**src/rtl/pic_pkg.sv**
```systemverilog
// Package: shared constants, types and helpers for the cascaded controller pair.
// Assumes 8 lines per controller and byte-wide register data.
package pic_pkg;
    localparam int LINES        = 8;
    localparam int LVL_W        = $clog2(LINES);
    localparam int NUM_W        = LVL_W + 1;
    localparam int CASCADE_LINE = 2;

    typedef logic [LINES-1:0] vec_t;
    typedef logic [LVL_W-1:0] lvl_t;
    typedef logic [NUM_W-1:0] num_t;

    // Level returned when nothing is pending.
    localparam lvl_t IDLE_LVL = lvl_t'(LINES - 1);

    // Command byte fields.
    localparam logic [1:0] KIND_OPT  = 2'b01;
    localparam logic [1:0] KIND_PLAIN = 2'b00;
    localparam logic [2:0] OP_MARK    = 3'b010;

    // Register window inside a decoded range.
    typedef enum logic [1:0] {
        WIN_CMD  = 2'd0,
        WIN_MASK = 2'd1,
        WIN_CTRL = 2'd2
    } win_e;

    typedef struct packed {
        logic hit;
        logic slave;
        win_e win;
    } dec_t;

    // One-hot vector for a level number.
    function automatic vec_t lvl_bit(input lvl_t l);
        return vec_t'(1) << l;
    endfunction
endpackage

```
**src/rtl/pic_addr_dec.sv**
```systemverilog
// Module: maps a byte address onto a controller and register window.
// Assumes each controller occupies an aligned two-byte window and each
// edge/level register has a single byte address.
module pic_addr_dec
    import pic_pkg::*;
#(
    parameter logic [15:0] MST_BASE = 16'h0020,
    parameter logic [15:0] SLV_BASE = 16'h00A0,
    parameter logic [15:0] MST_CTRL = 16'h04D0,
    parameter logic [15:0] SLV_CTRL = 16'h04D1
) (
    input  logic [15:0] addr,
    output dec_t        dec
);
    logic [15:0] pair_addr;

    assign pair_addr = {addr[15:1], 1'b0};

    // Compare the address against the four windows.
    always_comb begin
        dec = '{hit: 1'b0, slave: 1'b0, win: WIN_CMD};
        if (pair_addr == MST_BASE) begin
            dec.hit = 1'b1;
            dec.win = addr[0] ? WIN_MASK : WIN_CMD;
        end else if (pair_addr == SLV_BASE) begin
            dec.hit   = 1'b1;
            dec.slave = 1'b1;
            dec.win   = addr[0] ? WIN_MASK : WIN_CMD;
        end else if (addr == MST_CTRL) begin
            dec.hit = 1'b1;
            dec.win = WIN_CTRL;
        end else if (addr == SLV_CTRL) begin
            dec.hit   = 1'b1;
            dec.slave = 1'b1;
            dec.win   = WIN_CTRL;
        end
    end
endmodule

```
**src/rtl/pic_prio.sv**
```systemverilog
// Module: fixed-priority resolver for one controller.
// Line 0 ranks highest. A request wins only if it ranks above every
// level that is already in service.
module pic_prio
    import pic_pkg::*;
(
    input  vec_t irr,
    input  vec_t imr,
    input  vec_t isr,
    output logic valid,
    output lvl_t lvl
);
    logic req_hit;
    logic svc_hit;
    lvl_t req_lvl;
    lvl_t svc_lvl;
    vec_t live;

    assign live = irr & ~imr;

    // Find the lowest-numbered live request and the lowest in-service level.
    always_comb begin
        req_hit = 1'b0;
        svc_hit = 1'b0;
        req_lvl = '0;
        svc_lvl = '0;
        for (int i = LINES - 1; i >= 0; i--) begin
            if (live[i]) begin
                req_hit = 1'b1;
                req_lvl = lvl_t'(i);
            end
            if (isr[i]) begin
                svc_hit = 1'b1;
                svc_lvl = lvl_t'(i);
            end
        end
    end

    assign valid = req_hit && (!svc_hit || (req_lvl < svc_lvl));
    assign lvl   = req_lvl;
endmodule

```
**src/rtl/pic_unit.sv**
```systemverilog
// Module: state of one 8-line controller (request, in-service, mask,
// edge/level, read selector and poll flag) plus its resolver.
// Assumes the parent sends one clear vector per cycle that covers
// every retirement source, and that poll disarm has priority over arm.
module pic_unit
    import pic_pkg::*;
#(
    parameter vec_t CTRL_MASK = 8'hF8
) (
    input  logic clk,
    input  logic rst_n,
    input  vec_t lines,
    input  logic wr_cmd,
    input  logic wr_mask,
    input  logic wr_ctrl,
    input  logic [7:0] wdata,
    input  logic poll_done,
    input  vec_t clr_vec,
    input  logic force_isr_sel,
    output vec_t irr,
    output vec_t isr,
    output vec_t imr,
    output vec_t ctrl,
    output logic rr_sel,
    output logic poll_armed,
    output logic pend_valid,
    output lvl_t pend_lvl
);
    vec_t last_q;
    vec_t irr_q;
    vec_t isr_q;
    vec_t imr_q;
    vec_t ctrl_q;
    logic rr_q;
    logic poll_q;
    logic is_opt;
    logic is_mark;
    vec_t rise;
    vec_t mark_vec;

    assign is_opt   = (wdata[4:3] == KIND_OPT);
    assign is_mark  = (wdata[4:3] == KIND_PLAIN) && (wdata[7:5] == OP_MARK);
    assign rise     = lines & ~last_q;
    assign mark_vec = (wr_cmd && is_mark) ? lvl_bit(wdata[LVL_W-1:0]) : '0;

    // Remember line levels for edge detection.
    always_ff @(posedge clk) begin
        if (!rst_n) last_q <= '0;
        else        last_q <= lines;
    end

    // Request bits: follow the line in level mode, latch rising edges otherwise.
    always_ff @(posedge clk) begin
        if (!rst_n) irr_q <= '0;
        else        irr_q <= ((ctrl_q & lines) | (~ctrl_q & (irr_q | rise))) & ~clr_vec;
    end

    // In-service bits: set by the mark command, cleared by retirement.
    always_ff @(posedge clk) begin
        if (!rst_n) isr_q <= '0;
        else        isr_q <= (isr_q | mark_vec) & ~clr_vec;
    end

    // Mask register load.
    always_ff @(posedge clk) begin
        if (!rst_n)       imr_q <= '0;
        else if (wr_mask) imr_q <= wdata;
    end

    // Edge/level register load through the fixed writable mask.
    always_ff @(posedge clk) begin
        if (!rst_n)       ctrl_q <= '0;
        else if (wr_ctrl) ctrl_q <= wdata & CTRL_MASK;
    end

    // Read selector: loaded by command, forced to in-service by acknowledge.
    always_ff @(posedge clk) begin
        if (!rst_n)                         rr_q <= 1'b0;
        else if (force_isr_sel)             rr_q <= 1'b1;
        else if (wr_cmd && is_opt && wdata[1]) rr_q <= wdata[0];
    end

    // Poll flag: armed by command, disarmed by the poll read.
    always_ff @(posedge clk) begin
        if (!rst_n)                         poll_q <= 1'b0;
        else if (poll_done)                 poll_q <= 1'b0;
        else if (wr_cmd && is_opt && wdata[2]) poll_q <= 1'b1;
    end

    pic_prio u_prio (
        .irr   (irr_q),
        .imr   (imr_q),
        .isr   (isr_q),
        .valid (pend_valid),
        .lvl   (pend_lvl)
    );

    assign irr        = irr_q;
    assign isr        = isr_q;
    assign imr        = imr_q;
    assign ctrl       = ctrl_q;
    assign rr_sel     = rr_q;
    assign poll_armed = poll_q;
endmodule

```
**src/rtl/pic_cascade_pair.sv**
```systemverilog
// Module: master and slave controllers, slave cascaded on master line 2.
// Handles register access, poll reads and the cascaded acknowledge.
// Assumes strobes last one cycle. A read and an acknowledge in the same
// cycle are both served from the state before that edge.
module pic_cascade_pair
    import pic_pkg::*;
#(
    parameter logic [15:0] MST_BASE  = 16'h0020,
    parameter logic [15:0] SLV_BASE  = 16'h00A0,
    parameter logic [15:0] MST_CTRL  = 16'h04D0,
    parameter logic [15:0] SLV_CTRL  = 16'h04D1,
    parameter logic [7:0]  MST_CMASK = 8'hF8,
    parameter logic [7:0]  SLV_CMASK = 8'hDE
) (
    input  logic              clk,
    input  logic              rst_n,
    input  logic [2*LINES-1:0] irq_lines,
    input  logic [15:0]       bus_addr,
    input  logic              bus_wr,
    input  logic              bus_rd,
    input  logic [7:0]        bus_wdata,
    output logic [7:0]        bus_rdata,
    input  logic              ack_req,
    output logic [NUM_W-1:0]  ack_num,
    output logic              int_out
);
    dec_t dec;
    vec_t m_lines, s_lines;
    vec_t m_irr, m_isr, m_imr, m_ctrl;
    vec_t s_irr, s_isr, s_imr, s_ctrl;
    logic m_rr_sel, s_rr_sel, m_poll_armed, s_poll_armed;
    logic m_pv, s_pv;
    lvl_t m_lvl, s_lvl;
    logic m_sel, s_sel;
    logic m_wr_cmd, m_wr_mask, m_wr_ctrl;
    logic s_wr_cmd, s_wr_mask, s_wr_ctrl;
    logic m_poll_rd, s_poll_rd;
    vec_t m_clr, s_clr;
    lvl_t m_poll_val, s_poll_val;
    num_t ack_val;
    logic [7:0] rd_next;
    logic [7:0] rdata_q;
    num_t ack_q;

    pic_addr_dec #(
        .MST_BASE (MST_BASE),
        .SLV_BASE (SLV_BASE),
        .MST_CTRL (MST_CTRL),
        .SLV_CTRL (SLV_CTRL)
    ) u_dec (
        .addr (bus_addr),
        .dec  (dec)
    );

    // Route external lines; master cascade line also takes the slave output.
    for (genvar g = 0; g < LINES; g++) begin : g_lines
        if (g == CASCADE_LINE) begin : g_casc
            assign m_lines[g] = irq_lines[g] | s_pv;
        end else begin : g_plain
            assign m_lines[g] = irq_lines[g];
        end
        assign s_lines[g] = irq_lines[LINES + g];
    end

    assign m_sel     = dec.hit && !dec.slave;
    assign s_sel     = dec.hit &&  dec.slave;
    assign m_wr_cmd  = bus_wr && m_sel && (dec.win == WIN_CMD);
    assign m_wr_mask = bus_wr && m_sel && (dec.win == WIN_MASK);
    assign m_wr_ctrl = bus_wr && m_sel && (dec.win == WIN_CTRL);
    assign s_wr_cmd  = bus_wr && s_sel && (dec.win == WIN_CMD);
    assign s_wr_mask = bus_wr && s_sel && (dec.win == WIN_MASK);
    assign s_wr_ctrl = bus_wr && s_sel && (dec.win == WIN_CTRL);
    assign m_poll_rd = bus_rd && m_sel && (dec.win != WIN_CTRL) && m_poll_armed;
    assign s_poll_rd = bus_rd && s_sel && (dec.win != WIN_CTRL) && s_poll_armed;
    assign m_poll_val = m_pv ? m_lvl : IDLE_LVL;
    assign s_poll_val = s_pv ? s_lvl : IDLE_LVL;

    // Build the retirement vectors from poll reads and the acknowledge.
    always_comb begin
        m_clr = '0;
        s_clr = '0;
        if (m_poll_rd && m_pv) m_clr = m_clr | lvl_bit(m_lvl);
        if (s_poll_rd && s_pv) begin
            s_clr = s_clr | lvl_bit(s_lvl);
            m_clr = m_clr | lvl_bit(lvl_t'(CASCADE_LINE));
        end
        if (ack_req && m_pv) begin
            m_clr = m_clr | lvl_bit(m_lvl);
            if ((m_lvl == lvl_t'(CASCADE_LINE)) && s_pv) begin
                s_clr = s_clr | lvl_bit(s_lvl);
            end
        end
    end

    // Acknowledged number: master level, or 8 plus the slave poll result.
    always_comb begin
        if (!m_pv)                              ack_val = {1'b0, IDLE_LVL};
        else if (m_lvl != lvl_t'(CASCADE_LINE)) ack_val = {1'b0, m_lvl};
        else                                    ack_val = {1'b1, s_poll_val};
    end

    // Select the read data for the addressed register or poll result.
    always_comb begin
        rd_next = '0;
        if (dec.hit) begin
            if (dec.win == WIN_CTRL)     rd_next = dec.slave ? s_ctrl : m_ctrl;
            else if (dec.slave) begin
                if (s_poll_armed)          rd_next = 8'(s_poll_val);
                else if (dec.win == WIN_MASK) rd_next = s_imr;
                else                       rd_next = s_rr_sel ? s_isr : s_irr;
            end else begin
                if (m_poll_armed)          rd_next = 8'(m_poll_val);
                else if (dec.win == WIN_MASK) rd_next = m_imr;
                else                       rd_next = m_rr_sel ? m_isr : m_irr;
            end
        end
    end

    // Hold read data until the next read.
    always_ff @(posedge clk) begin
        if (!rst_n)      rdata_q <= '0;
        else if (bus_rd) rdata_q <= rd_next;
    end

    // Hold the acknowledged number until the next acknowledge.
    always_ff @(posedge clk) begin
        if (!rst_n)       ack_q <= '0;
        else if (ack_req) ack_q <= ack_val;
    end

    pic_unit #(.CTRL_MASK (MST_CMASK)) u_mst (
        .clk           (clk),
        .rst_n         (rst_n),
        .lines         (m_lines),
        .wr_cmd        (m_wr_cmd),
        .wr_mask       (m_wr_mask),
        .wr_ctrl       (m_wr_ctrl),
        .wdata         (bus_wdata),
        .poll_done     (m_poll_rd),
        .clr_vec       (m_clr),
        .force_isr_sel (ack_req),
        .irr           (m_irr),
        .isr           (m_isr),
        .imr           (m_imr),
        .ctrl          (m_ctrl),
        .rr_sel        (m_rr_sel),
        .poll_armed    (m_poll_armed),
        .pend_valid    (m_pv),
        .pend_lvl      (m_lvl)
    );

    pic_unit #(.CTRL_MASK (SLV_CMASK)) u_slv (
        .clk           (clk),
        .rst_n         (rst_n),
        .lines         (s_lines),
        .wr_cmd        (s_wr_cmd),
        .wr_mask       (s_wr_mask),
        .wr_ctrl       (s_wr_ctrl),
        .wdata         (bus_wdata),
        .poll_done     (s_poll_rd),
        .clr_vec       (s_clr),
        .force_isr_sel (1'b0),
        .irr           (s_irr),
        .isr           (s_isr),
        .imr           (s_imr),
        .ctrl          (s_ctrl),
        .rr_sel        (s_rr_sel),
        .poll_armed    (s_poll_armed),
        .pend_valid    (s_pv),
        .pend_lvl      (s_lvl)
    );

    assign bus_rdata = rdata_q;
    assign ack_num   = ack_q;
    assign int_out   = m_pv;
endmodule

```
**config.mk**
```make
export PLATFORM = sky130hd
export DESIGN_NAME = pic_cascade_pair
export DESIGN_NICKNAME = d
export VERILOG_FILES = /design/src/rtl/pic_pkg.sv /design/src/rtl/pic_addr_dec.sv /design/src/rtl/pic_prio.sv /design/src/rtl/pic_unit.sv /design/src/rtl/pic_cascade_pair.sv
export SDC_FILE = /design/constraint.sdc
export NUM_CORES = 1
export LEC_CHECK = 0
export BUFFER_PORTS_ARGS = -buffer_cell sky130_fd_sc_hd__buf_2
export CORE_MARGIN = 1
export CORE_UTILIZATION = 43
export CTS_CLUSTER_DIAMETER = 50
export DETAILED_ROUTE_END_ITERATION = 10
export PLACE_DENSITY = 0.64
export SLEW_MARGIN = 25
export SYNTH_ARGS = -nofsm -noshare
export SYNTH_HDL_FRONTEND = slang
export SYNTH_SLANG_ARGS = --single-unit
```
**constraint.sdc**
```tcl
create_clock -name clk -period 2.43 [get_ports clk]
set_input_delay 0.1215 -clock clk [delete_from_list [all_inputs] [get_ports clk]]
set_output_delay 0.1215 -clock clk [all_outputs]
set_load 0.005 [all_outputs]
```
Yosys cells after proc, flatten, opt, wreduce, memory -nomap -nowiden
Cells that the tools add are included.

word-level totals
  flip-flop bits (word level) = 91
  input bits = 45

operators by class
  $lt $le $gt $ge = 2
  equality and inequality tests = 11
  shifts and indexed selects = 3
  muxes and demuxes = 97
  bitwise gates (word level) = 30
  reduce and logical (&&, ||, !) cells = 41

operators by type and width
  operator              number
  $mux 8                17
  $mux 3                35
  $and 8x8->8           12
  $not 8->8             8
  $or 8x8->8            8
  $mux 1                39
  $eq 16x11->1 const B  2
  $logic_and 1x1->1     31
  $shl 1x3->8 const A   3
  $mux 4                4
  $eq 15x5->1 const B   1
  $eq 15x7->1 const B   1
  $eq 3x2->1 const B    2
  $lt 3x3->1            2
  $eq 2x1->1 const B    2
  $logic_not 2->1       2
  $mux 2                2
  $reduce_or 2->1       2
  $logic_not 1->1       3
  $ne 3x2->1 const B    1
  $eq 2x2->1 const B    1
  $logic_or 1x1->1      2
  $ne 2x2->1 const B    1
  $reduce_bool 2->1     1
  other kinds (2)       2

Longest topological paths before layout
Gate-level depths: netlist of run 1.

  word-level depth = 20
  mapped depth = 12
  gate-level depth less buffers = 12

Hierarchy
A second synthesis of run 1 with hierarchy kept.

second synthesis, totals
  cell total of the unflattened synthesis = 599
  area total of the unflattened synthesis = 5101.1 µm²

modules (own cells, without submodules)
  module            instances  cells an instance  area each (µm²)  seq. area each (µm²)
  pic_unit (u_slv)  1          154                1541.5           800.8
  pic_unit (u_mst)  1          150                1488.9           780.7
  pic_cascade_pair  1          192                1387.6           240.2
  pic_prio          2          45                 286.5            0.0
  pic_addr_dec      1          13                 110.1            0.0

Least setup slack after synthesis of run 1
Ideal clock, no wire load.

  path kind = register to register
  start = reg u_mst.imr_q[5] (netlist: u_mst.imr[5])
  end = reg rdata_q[0] (netlist: bus_rdata[0])
  library setup time = 0.117 ns
  data arrival time = 2.420 ns
  required time = 2.313 ns
  path slack = -0.106 ns
  stages on the path, launching flop included = 13
  clock period less this slack = 2.536 ns
  cells stage by stage = dfxtp_1 > nand2b_1 > nand2_1 > nor3_1 > nor2_1 > ha_1 > a211oi_1 > o21a_1 > a31o_2 > and2_1 > and4b_1 > nor4_1 > a22o_1

between the ends
  longest elaborated chain between the ends = 16
  elaborated cells between the ends (all ways) = 22
  those cells by class = order compare (1); mux (17); bitwise (2); reduce/logical (2)

ends and longest elaborated chain
  item                      line                     source
  start: declaration        pic_unit.sv:32           vec_t imr_q;
  start signal: assignment  pic_unit.sv:67           else if (wr_mask) imr_q <= wdata;
  $not 8->8 *               pic_prio.sv:19           assign live = irr & ~imr;
  $and 8x8->8 *             pic_prio.sv:19
  $mux 3 (6 in a row)       pic_prio.sv:28           if (live[i]) begin
  $lt 3x3->1                pic_prio.sv:39           assign valid = req_hit && (!svc_hit || (req_lvl < svc_lvl));
  $logic_or 1x1->1          pic_prio.sv:39
  $logic_and 1x1->1 *       pic_prio.sv:39
  net int_out               pic_cascade_pair.sv:25   output logic int_out
  $mux 3 *                  pic_cascade_pair.sv:75   assign m_poll_val = m_pv ? m_lvl : IDLE_LVL;
  $mux 8 *                  pic_cascade_pair.sv:112  if (m_poll_armed) rd_next = 8'(m_poll_val);
  $mux 8 *                  pic_cascade_pair.sv:107  else if (dec.slave) begin
  $mux 8 *                  pic_cascade_pair.sv:106  if (dec.win == WIN_CTRL) rd_next = dec.slave ? s_ctrl : m_ctrl;
  $mux 8 *                  pic_cascade_pair.sv:105  if (dec.hit) begin
  end signal: assignment    pic_cascade_pair.sv:122  else if (bus_rd) rdata_q <= rd_next;
  end: declaration          pic_cascade_pair.sv:42   logic [7:0] rdata_q;

The timed path passes the listed nets; every way through them passes the cells marked *.
A chain may end at the register's enable or synchronous reset.

Worst setup path in the final report of run 1
  start = reg u_mst.imr_q[1] (netlist: u_mst.imr[1])
  end = reg u_mst.isr_q[4] (netlist: u_mst.isr[4])

between the ends
  longest elaborated chain between the ends = 13
  elaborated cells between the ends (all ways) = 17
  those cells by class = order compare (1); shift (1); mux (6); bitwise (5); reduce/logical (4)

ends and longest elaborated chain
  item                    line                    source
  $not 8->8 *             pic_prio.sv:19
  $and 8x8->8 *           pic_prio.sv:19
  $mux 3 (2 in a row)     pic_prio.sv:28
  $lt 3x3->1              pic_prio.sv:39
  $logic_or 1x1->1        pic_prio.sv:39
  $logic_and 1x1->1       pic_prio.sv:39
  $logic_and 1x1->1       pic_cascade_pair.sv:82  if (m_poll_rd && m_pv) m_clr = m_clr | lvl_bit(m_lvl);
  $mux 8                  pic_cascade_pair.sv:82
  $or 8x8->8              pic_cascade_pair.sv:88  m_clr = m_clr | lvl_bit(m_lvl);
  $mux 8 *                pic_cascade_pair.sv:87  if (ack_req && m_pv) begin
  $not 8->8 *             pic_unit.sv:61          else isr_q <= (isr_q | mark_vec) & ~clr_vec;
  $and 8x8->8 *           pic_unit.sv:61
  end signal: assignment  pic_unit.sv:61
  end: declaration        pic_unit.sv:31          vec_t isr_q;

Every way passes the cells marked *; elsewhere a longest branch is shown, timed or not.

==> results of run 1 <==
-- state kept, by name, summed over array words and instances (netlist names), 8 cells and up --
register and count:
bus_rdata 8, u_mst.imr 8, u_mst.irr 8, u_mst.isr 8, u_mst.last_q 8, u_slv.imr 8
u_slv.irr 8, u_slv.isr 8, u_slv.last_q 8
-- per-stage QoR --
step | utilization, % | setup WS, ns | total power, mW | TNS (ns) | instance area (um2)
2_1_floorplan | - | 0.01322 | 1.908 | 0 | 4736
3_3_place_gp | 51.73 | -0.1025 | 2.141 | -0.9373 | 5436
3_5_place_dp | 51.73 | -0.1897 | 2.144 | -2.375 | 5436
4_1_cts | 56.78 | -0.1043 | 3.156 | -0.7321 | 5967
5_1_grt | 58.15 | -0.2092 | 3.343 | -4.032 | 6111
6_report | 58.15 | -0.09432 | 3.192 | -0.6488 | 6111
-- metal layers --
metal | part of all wire [%] | GRT usage, % | up-vias
met2 | 44 | 43.27 | 196
met5 | 0 | 0 | -
met4 | 2.6 | 10.47 | 0
met3 | 8.3 | 6.748 | 26
li1 | - | - | 2283
met1 | 45 | 38.88 | 2219
-- cell usage in the layout (no fill, tap or decap), drive strengths merged, types with 19 or more instances in the layout --
master  netlist  layout
inv          26      28
o21ai        41      41
nor2b        23      23
buf           9     111
and2         21      21
nand3        19      19
nand2b       28      28
nor2         77      77
dfxtp        91      91
mux2i        41      41
nand2        46      46
a21oi        43      43
-- final cells by class --
cell class                      instances  share of cell area (%)
Sequential cell                        91                   29.85
Clock inverter                          6                  0.8190
Inverter                               26                   1.597
Tap cell                              136                   2.785
Multi-Input combinational cell        444                   48.59
Timing Repair Buffer                  127                   14.27
Clock buffer                           10                   2.088
-- worst max-delay path by stage --
stage                     slack [ns]                      end
final                          -0.09  u_mst.isr[4]$_SDFF_PN0_
after global routing           -0.21  u_mst.isr[4]$_SDFF_PN0_
after CTS                      -0.10                  int_out
after detailed placement       -0.19  u_slv.irr[5]$_SDFF_PN0_
after global placement         -0.10  u_slv.isr[5]$_SDFF_PN0_
after floorplan                 0.01  u_slv.isr[5]$_SDFF_PN0_
-- power by group through the flow --
stage	Combinational, mW	Clock (mW)	Sequential, mW
floorplan	0.312	0	1.60
detailed placement	0.536	0	1.61
CTS	0.607	0.974	1.58
finish	0.668	0.948	1.58
global placement	0.534	0	1.61
global route	0.720	1.04	1.58
-- cell families (layout without fill, tap and decap cells) --
family,Yosys count,count (layout),synth area share (%)
flops,91,91,38.55
compound gates,147,147,19.91
buf+inv,51,169,4.501
simple gates,253,253,27.56
fa+ha+maj,3,3,0.7944
mux,41,41,8.684
-- what timing repair did --
action	in CTS	in global routing
pin swaps	19	20
cloned	0	0
hold buffers	16	0
endpoints found under the setup margin	35	38
setup buffers	3	5
gates resized for setup	40	22
endpoints found under the hold margin	16	0
-- worst reg2reg max path, stage by stage (launching register included) --
cell,delay (ns)
dfxtp_1,0.36
nand2b_1,0.18
nand4_1,0.15
nor2_2,0.21
ha_4,0.24
a211oi_2,0.17
o21a_1,0.19
a31o_4,0.17
buf_4,0.11
o211ai_4,0.09
nand2b_4,0.20
nor4_4,0.16
buf_4,0.16
nor3b_1,0.04
==> impl_metrics.toml, run 1 <==
[outcome]
outcome = "finished, violations left"
violations = "negative setup slack"

[routing]
viasPerCell = 5.624
ant_nets = 0
drt_iter0_markers = 358
route.detailed.drc = 0
dr.pass1.iters = 5
drt_wl_total_um = 15400
vias = 4724
routedWlPerCell_um = 18.33

[critical_path]
ff2ff_path_depth = 13
cpPeakStageDelay_ns = 0.36
crit_buf_inv = 2
worstPathCellList = "nand2b_1 > nand4_1 > nor2_2 > ha_4 > a211oi_2 > o21a_1 > a31o_4 > buf_4 > o211ai_4 > nand2b_4 > nor4_4 > buf_4 > nor3b_1"
rrSetupSlack_ns = -0.09
cp.required_ns = 2.69
cp-start-kind = "register"
worstSetupPathType = "register to register"
crit_top_cell = "buf_4"
crit_path_start = "u_mst.imr[1]$_SDFFE_PN0P_"
r2r_start = "u_mst.imr[1]$_SDFFE_PN0P_"
slowest_stage = "dfxtp_1"
critical-path-top-delay-family = "simple AND/OR/NAND/NOR gates"
crit_path_end_kind = "register"
crit_arrival_ns = 2.78
r2r-end = "u_mst.isr[4]$_SDFF_PN0_"
cp_max_fo = 5
cp_num_cells = 13

[die]
core-area_um2 = 10510
start_util_pct = 44.97
rows = 37
die-height_um = 106.8
dieArea_um2 = 11410
dieWidth_um = 106.8
ioPinCount = 58

[hold_path]
holdPathStages = 3
worstHoldPathType = "input port to register"
hold_end = "u_slv.imr[7]$_SDFFE_PN0P_"
hold_path.startpoint = "bus_wdata[7]"

[pwr]
pwr_density_cell_nw_per_um2 = 522.3
ir_drop_mv = 0.3352
power.leakage_nw = 2.485
share_comb_of_total_power_pct = 20.9
p_int_mw = 2.218
switching_share_pct = 30.52
p_seq_share_pct = 49.4
pwr-share-clk_pct = 29.7
p_sw_uw = 974.2

[timing]
rsz0062_at_grt = "yes"
finalHoldViolCount = 0
fin_crit_ns = 2.524
period_share_pct = 103.9
fin_skew_ns = 0.01253
layout_setup_ws_ns = -0.09432
worst_slew_pin_slew_ns = 0.7820
report.final.slew_viol_count = 0
holdWs_ns = 0.08269
fmax_mhz = 396.1
relSlewSlack_pct = 47.76
setup_viol = 20

[final_layout]
drive_gt1_share_pct = 25.99
final_cells = 840
diodes = 0
fillers = 987
final-seq-area_um2 = 1824
area_delta_synth_final_pct = 29.31
multiInputGateArea_um2 = 2969
fin_nets = 747

[synth]
synth_seq_area_share_pct = 38.55
synth_common_cells = "dfxtp_1 (91), nor2_1 (76), nand2_1 (46)"
synth_cells = 586
syn-cell-area_um2 = 4726
synth_top_area_share_pct = 38.55
syn_area_per_cell_um2 = 8.064
ys_seq_elements = 91
synth_area_leader_cell = "dfxtp_1"
synth_cell_types = 61
synth_fp_nets = 634
yosysMostFrequentCell = "dfxtp_1"
synth_area_leaders = "dfxtp_1 (39%), mux2i_1 (8.7%), nor2_1 (6.0%)"
synth_edf_count = 0
synth-async-reset-ratio_pct = 0
yosys_warnings = 0
synth_flop_cell = "dfxtp_1"

[global_routing]
grt_remaining_overflow = 0
grt_pass1_wl_um = 24520
track_usage_pct = 28.40
antenna_found_initial = 0
grt_max_degree = 49
grt_pass1_vias = 4599

[clock_network]
clock_insertion_delay_worst_skew_ns = 0.37
cts_max_level = 3
root_buffer = "clkbuf_8"
cts_max_path_buffers = 2
cts_made_buffers = 9
numClockSinks = 91
clk_pin_slew_ns = 0.10
cts_tree = "yes"

[placement]
io_buffers = 57
dp_hpwl_um = 11340
dpl.cell_count = 802
gp_congestion = 0.9740

[run]
maxCapViolations = 0
Note: power is estimated with default switching activity, not from simulation.
==> run 2, diff against run 1 <==
CORE_MARGIN = 1.5   (was 1)
GPL_ROUTABILITY_DRIVEN = 0   (was default)
==> run 2 against run 1 <==
Compared with the run above:
- the run still ends with negative setup slack left
- flip-flop and latch count is the same
- global-route usage down 2.6 points
- cell area fell by 0.35%
- highest routed layer unchanged
==> impl_metrics.toml, run 2 (same netlist as run 1, synthesis figures left out) <==
[critical_path]
r2r_start = "u_mst.irr[6]$_SDFF_PN0_"
crit_path_start = "u_mst.irr[6]$_SDFF_PN0_"
worstSetupPathType = "register to output pin"
crit_path_end_kind = "output pin"
r2r-end = "u_slv.irr[6]$_SDFF_PN0_"
cp_max_fo = 3
cp.required_ns = 2.31
ff2ff_path_depth = 13
rrSetupSlack_ns = 0.03
cp-start-kind = "register"
crit_arrival_ns = 2.34

[clock_network]
clk_pin_slew_ns = 0.08
root_buffer = "clkbuf_8"
cts_max_path_buffers = 2
cts_tree = "yes"
numClockSinks = 91
clock_insertion_delay_worst_skew_ns = 0.38
cts_max_level = 3
cts_made_buffers = 9

[hold_path]
hold_path.startpoint = "bus_wdata[7]"
worstHoldPathType = "input port to register"
hold_end = "u_slv.imr[7]$_SDFFE_PN0P_"
holdPathStages = 3

[outcome]
violations = "negative setup slack"
outcome = "finished, violations left"

[timing]
report.final.slew_viol_count = 0
fmax_mhz = 406.2
fin_crit_ns = 2.462
worst_slew_pin_slew_ns = 0.5832
period_share_pct = 101.3
fin_skew_ns = 0.008942
finalSetupTns_ns = -0.03182
finalHoldViolCount = 0
rsz0062_at_grt = "yes"
setup_viol = 1
layout_setup_ws_ns = -0.03182
relSlewSlack_pct = 61.01

[run]
maxCapViolations = 0

[final_layout]
final_area_um2 = 6090
fin_nets = 746
final_cell_mix = "dfxtp_1 (89), nor2_1 (75), buf_2 (56), buf_4 (48), nand2_1 (46)"
drive_gt1_share_pct = 25.21
area_delta_synth_final_pct = 28.86
diodes = 0
final_common_cell = "dfxtp_1"
fillers = 982

[die]
core-area_um2 = 10790
dieArea_um2 = 11630
dieWidth_um = 107.8
start_util_pct = 43.79
rows = 38
die-height_um = 107.8
ioPinCount = 58

[placement]
pre_cts_slack_ns = -0.2107
dpl_cell_area_um2 = 5424
dp_hpwl_um = 10660
io_buffers = 57

[routing]
viasPerCell = 5.635
dr.pass1.iters = 5
ant_nets = 0
drt_iter0_markers = 392
drt_wl_total_um = 14530
vias = 4745
routedWlPerCell_um = 17.26
route.detailed.drc = 0

[pwr]
ir_drop_mv = 0.4094
pwr_density_cell_nw_per_um2 = 524.7
power.leakage_nw = 2.492

[global_routing]
antenna_found_initial = 0
grt_max_degree = 30
grt_remaining_overflow = 0
track_usage_pct = 25.85
grt_pass1_wl_um = 22680
grt_pass1_vias = 4368
==> run 2: layout make-up <==
type,count,area (um2),area share [%]
multi-input combinational,444,2937,48.22
sequential,91,1824,29.96
inverter,26,97.59,1.603
timing repair buffer,126,877.1,14.40
tap,140,175.2,2.877
clock buffer,13,168.9,2.774
clock inverter,2,10.01,0.1644
==> run 2: metrics by stage <==
stage / cells / hold slack [ns] / total power [mW] / utilization, %
after floorplan: 586 / 0.2420 / 1.908 / -
after global placement: 802 / 0.3352 / 2.124 / 50.26
after detailed placement: 802 / 0.3397 / 2.133 / 50.26
after CTS: 839 / 0.06340 / 3.156 / 55.27
after global routing: 842 / 0.07212 / 3.343 / 56.42
final: 842 / 0.08228 / 3.195 / 56.42
==> run 2: worst max path at each step <==
stage | end | slack [ns] | depth (start not counted)
2_1_floorplan | u_slv.isr[5]$_SDFF_PN0_ | 0.01 | 12
3_3_place_gp | u_slv.isr[5]$_SDFF_PN0_ | -0.11 | 12
3_5_place_dp | u_slv.isr[5]$_SDFF_PN0_ | -0.21 | 12
4_1_cts | int_out | -0.09 | 11
5_1_grt | int_out | -0.17 | 11
6_report | int_out | -0.03 | 11
==> run 2: where the power goes <==
| group | internal (mW) | switching (mW) |
|---|---|---|
| clock network | 0.447 | 0.515 |
| logic | 0.299 | 0.364 |
| registers | 1.54 | 0.0302 |
| total | 2.29 | 0.909 |
==> run 2: repair_timing <==
item	in CTS	in global routing
setup buffers	6	4
resized for setup	34	21
pin swaps	17	23
hold endpoints to repair	18	0
hold buffers	16	0
endpoints found under the setup margin	33	38
==> run 2: metal layers <==
metal | vias up | global-route usage, % | share of wire, %
li1 | 2281 | - | -
met1 | 2226 | 35.25 | 46
met2 | 197 | 39.67 | 45
met3 | 41 | 4.358 | 6.6
met4 | 0 | 12.12 | 3.2
met5 | - | 0 | 0
==> run 2: critical path, cell delays in order, from the launching register on <==
cell and delay [ns]:
dfxtp_2 0.33, nor2b_4 0.12, o211ai_1 0.20, a31o_2 0.20, inv_2 0.05, ha_4 0.16, a211oi_2 0.21, o21a_1 0.18
a31o_4 0.17, and2_4 0.16, buf_6 0.10, buf_6 0.08
==> run 3, diff against run 2 <==
clock period = 2.1 ns   (was 2.43 ns; I/O delays follow)
==> run 3 against run 2 <==
Compared with the run above:
- the run still ends with negative setup slack left
- utilization grew 5.3 points
- combinational power increased by 40%
- routed wire length grew 12%
- worst hold slack got worse by 0.031 ns
- register-to-register slack lost 0.43 ns
- via count grew 6.8%
- die area stayed put
- non-clock buffer count increased by 53
- highest routed layer unchanged
==> impl_metrics.toml, run 3 (same netlist as run 1, synthesis figures left out) <==
[clock_network]
cts_made_buffers = 9
clock_insertion_delay_worst_skew_ns = 0.38
root_buffer = "clkbuf_8"
numClockSinks = 91
cts_tree = "yes"
cts_max_level = 3
cts_max_path_buffers = 2
clk_pin_slew_ns = 0.08

[placement]
dpl_cell_area_um2 = 5932
dpl.cell_count = 853
io_buffers = 57
pre_cts_slack_ns = -0.3022
dp_hpwl_um = 11910

[pwr]
share_comb_of_total_power_pct = 23.1
switching_share_pct = 28.58
p_seq_share_pct = 45.4
p_sw_mw = 1.145
pwr_density_cell_nw_per_um2 = 601.3
power.leakage_nw = 2.781
finalPower_mw = 4.006
ir_drop_mv = 0.4008
pwr-share-clk_pct = 31.5
p_int_mw = 2.861

[final_layout]
final_area_um2 = 6661
final_common_cell = "buf_4"
final_cells = 896
area_delta_synth_final_pct = 40.96
drive_gt1_share_pct = 33.73
fillers = 934
diodes = 0
final_cell_mix = "buf_4 (100), dfxtp_1 (83), nor2_1 (73), buf_2 (56), nand2_1 (45)"
fin_util_pct = 61.72
fin_nets = 799

[global_routing]
grt_pass1_wl_um = 24770
track_usage_pct = 28.34
antenna_found_initial = 0
grt_pass1_vias = 4719
grt_max_degree = 49
grt_remaining_overflow = 0

[hold_path]
worstHoldPathType = "input port to register"
hold_end = "u_slv.imr[5]$_SDFFE_PN0P_"
hold_path.startpoint = "bus_wdata[5]"
holdPathStages = 3

[die]
start_util_pct = 43.79
die-height_um = 107.8
dieArea_um2 = 11630
dieWidth_um = 107.8
rows = 38
core-area_um2 = 10790
ioPinCount = 58

[critical_path]
r2r-end = "u_slv.irr[7]$_SDFF_PN0_"
cp.required_ns = 2.35
cp-start-kind = "register"
crit_buf_inv = 2
crit_path_end_kind = "register"
critical-path-top-delay-family = "compound AO/OA/AOI/OAI gates"
cpPeakStageDelay_ns = 0.33
worstSetupPathType = "register to register"
ff2ff_path_depth = 13
slowest_stage = "dfxtp_2"
worstPathCellList = "nor2b_4 > o211ai_1 > a31o_2 > inv_2 > ha_4 > o21a_1 > o22ai_2 > or2_4 > a31o_4 > nand4_1 > buf_6 > o21ai_2 > a21oi_1"
r2r_start = "u_mst.irr[6]$_SDFF_PN0_"
cp_max_fo = 3
rrSetupSlack_ns = -0.40
crit_arrival_ns = 2.75

[outcome]
outcome = "finished, violations left"
violations = "negative setup slack"

[routing]
routedWlPerCell_um = 18.18
ant_nets = 0
viasPerCell = 5.656
vias = 5068
dr.pass1.iters = 5
route.detailed.drc = 0
drt_iter0_markers = 314
drt_wl_total_um = 16290

[timing]
fin_crit_ns = 2.496
worst_slew_pin_slew_ns = 0.6375
rsz0062_at_grt = "yes"
fmax_mhz = 400.6
setup_viol = 39
layout_setup_ws_ns = -0.3965
finalHoldViolCount = 0
relSlewSlack_pct = 57.50
fin_skew_ns = 0.01048
period_share_pct = 118.9
report.final.slew_viol_count = 0

[run]
maxCapViolations = 0
-- run 3: changes by cell type in the layout (fill, tap and decap cells not counted), moves of 3 or more --
cell / before / now
dfxtp_1: 89 / 83
o21ai_2: 1 / 5
nand2b_4: 3 / 7
o21ai_1: 4 / 1
buf_4: 48 / 100
dfxtp_2: 2 / 8
a21oi_1: 40 / 33
a21oi_2: 3 / 9
-- run 3: per-layer routing --
layer / GRT usage [%] / part of all wire, %
met1: 38.52 / 43
met2: 44.81 / 46
met3: 4.540 / 7.8
met4: 11.28 / 3.7
met5: 0 / 0
-- run 3: final cells by class --
| class | instances | area [um2] | area share (%) |
|---|---|---|---|
| Clock buffer | 15 | 176.4 | 2.648 |
| Clock inverter | 1 | 30.03 | 0.4508 |
| Inverter | 26 | 97.59 | 1.465 |
| Multi-Input combinational cell | 444 | 3080 | 46.24 |
| Sequential cell | 91 | 1832 | 27.50 |
| Tap cell | 140 | 175.2 | 2.630 |
| Timing Repair Buffer | 179 | 1270 | 19.06 |
-- run 3: per-stage QoR --
stage	hold WS (ns)	TNS, ns
6_report	0.05134	-11.63
5_1_grt	0.05945	-15.38
4_1_cts	0.03991	-7.905
3_5_place_dp	0.3227	-7.943
3_3_place_gp	0.3201	-5.930
2_1_floorplan	0.2255	-3.562
-- run 3: worst max-delay path by stage --
stage                            start                   endpoint  slack [ns]  depth (start not counted)
5_1_grt        u_mst.irr[6]$_SDFF_PN0_    u_slv.isr[4]$_SDFF_PN0_       -0.47                         13
3_3_place_gp   u_mst.irr[6]$_SDFF_PN0_    u_slv.irr[6]$_SDFF_PN0_       -0.25                         13
3_5_place_dp   u_mst.irr[6]$_SDFF_PN0_    u_slv.irr[4]$_SDFF_PN0_       -0.30                         13
2_1_floorplan  u_mst.irr[6]$_SDFF_PN0_  bus_rdata[1]$_SDFFE_PN0P_       -0.21                         12
4_1_cts        u_mst.irr[6]$_SDFF_PN0_                    int_out       -0.30                         11
6_report       u_mst.irr[6]$_SDFF_PN0_    u_slv.irr[7]$_SDFF_PN0_       -0.40                         13
-- run 3: power by group through the flow --
stage	Sequential, mW	Combinational (mW)	Clock [mW]
4_1_cts	1.82	0.856	1.28
2_1_floorplan	1.85	0.410	0
6_report	1.82	0.925	1.26
5_1_grt	1.82	0.986	1.35
3_3_place_gp	1.85	0.727	0
3_5_place_dp	1.86	0.744	0
-- run 3: what timing repair did --
action                                  in CTS  in global routing
hold endpoints to repair                    21                  0
pin swaps                                   25                 11
setup buffers                                9                  2
endpoints found under the setup margin      38                 40
gates resized for setup                     34                 22
hold buffers                                16                  0
-- run 3: worst register-to-register path: stages (launching register included) --
cell      delay (ns)
dfxtp_2         0.33
nor2b_4         0.18
o211ai_1        0.12
a31o_2          0.23
inv_2           0.08
ha_4            0.20
o21a_1          0.19
o22ai_2         0.16
or2_4           0.16
a31o_4          0.15
nand4_1         0.20
buf_6           0.20
o21ai_2         0.12
a21oi_1         0.05
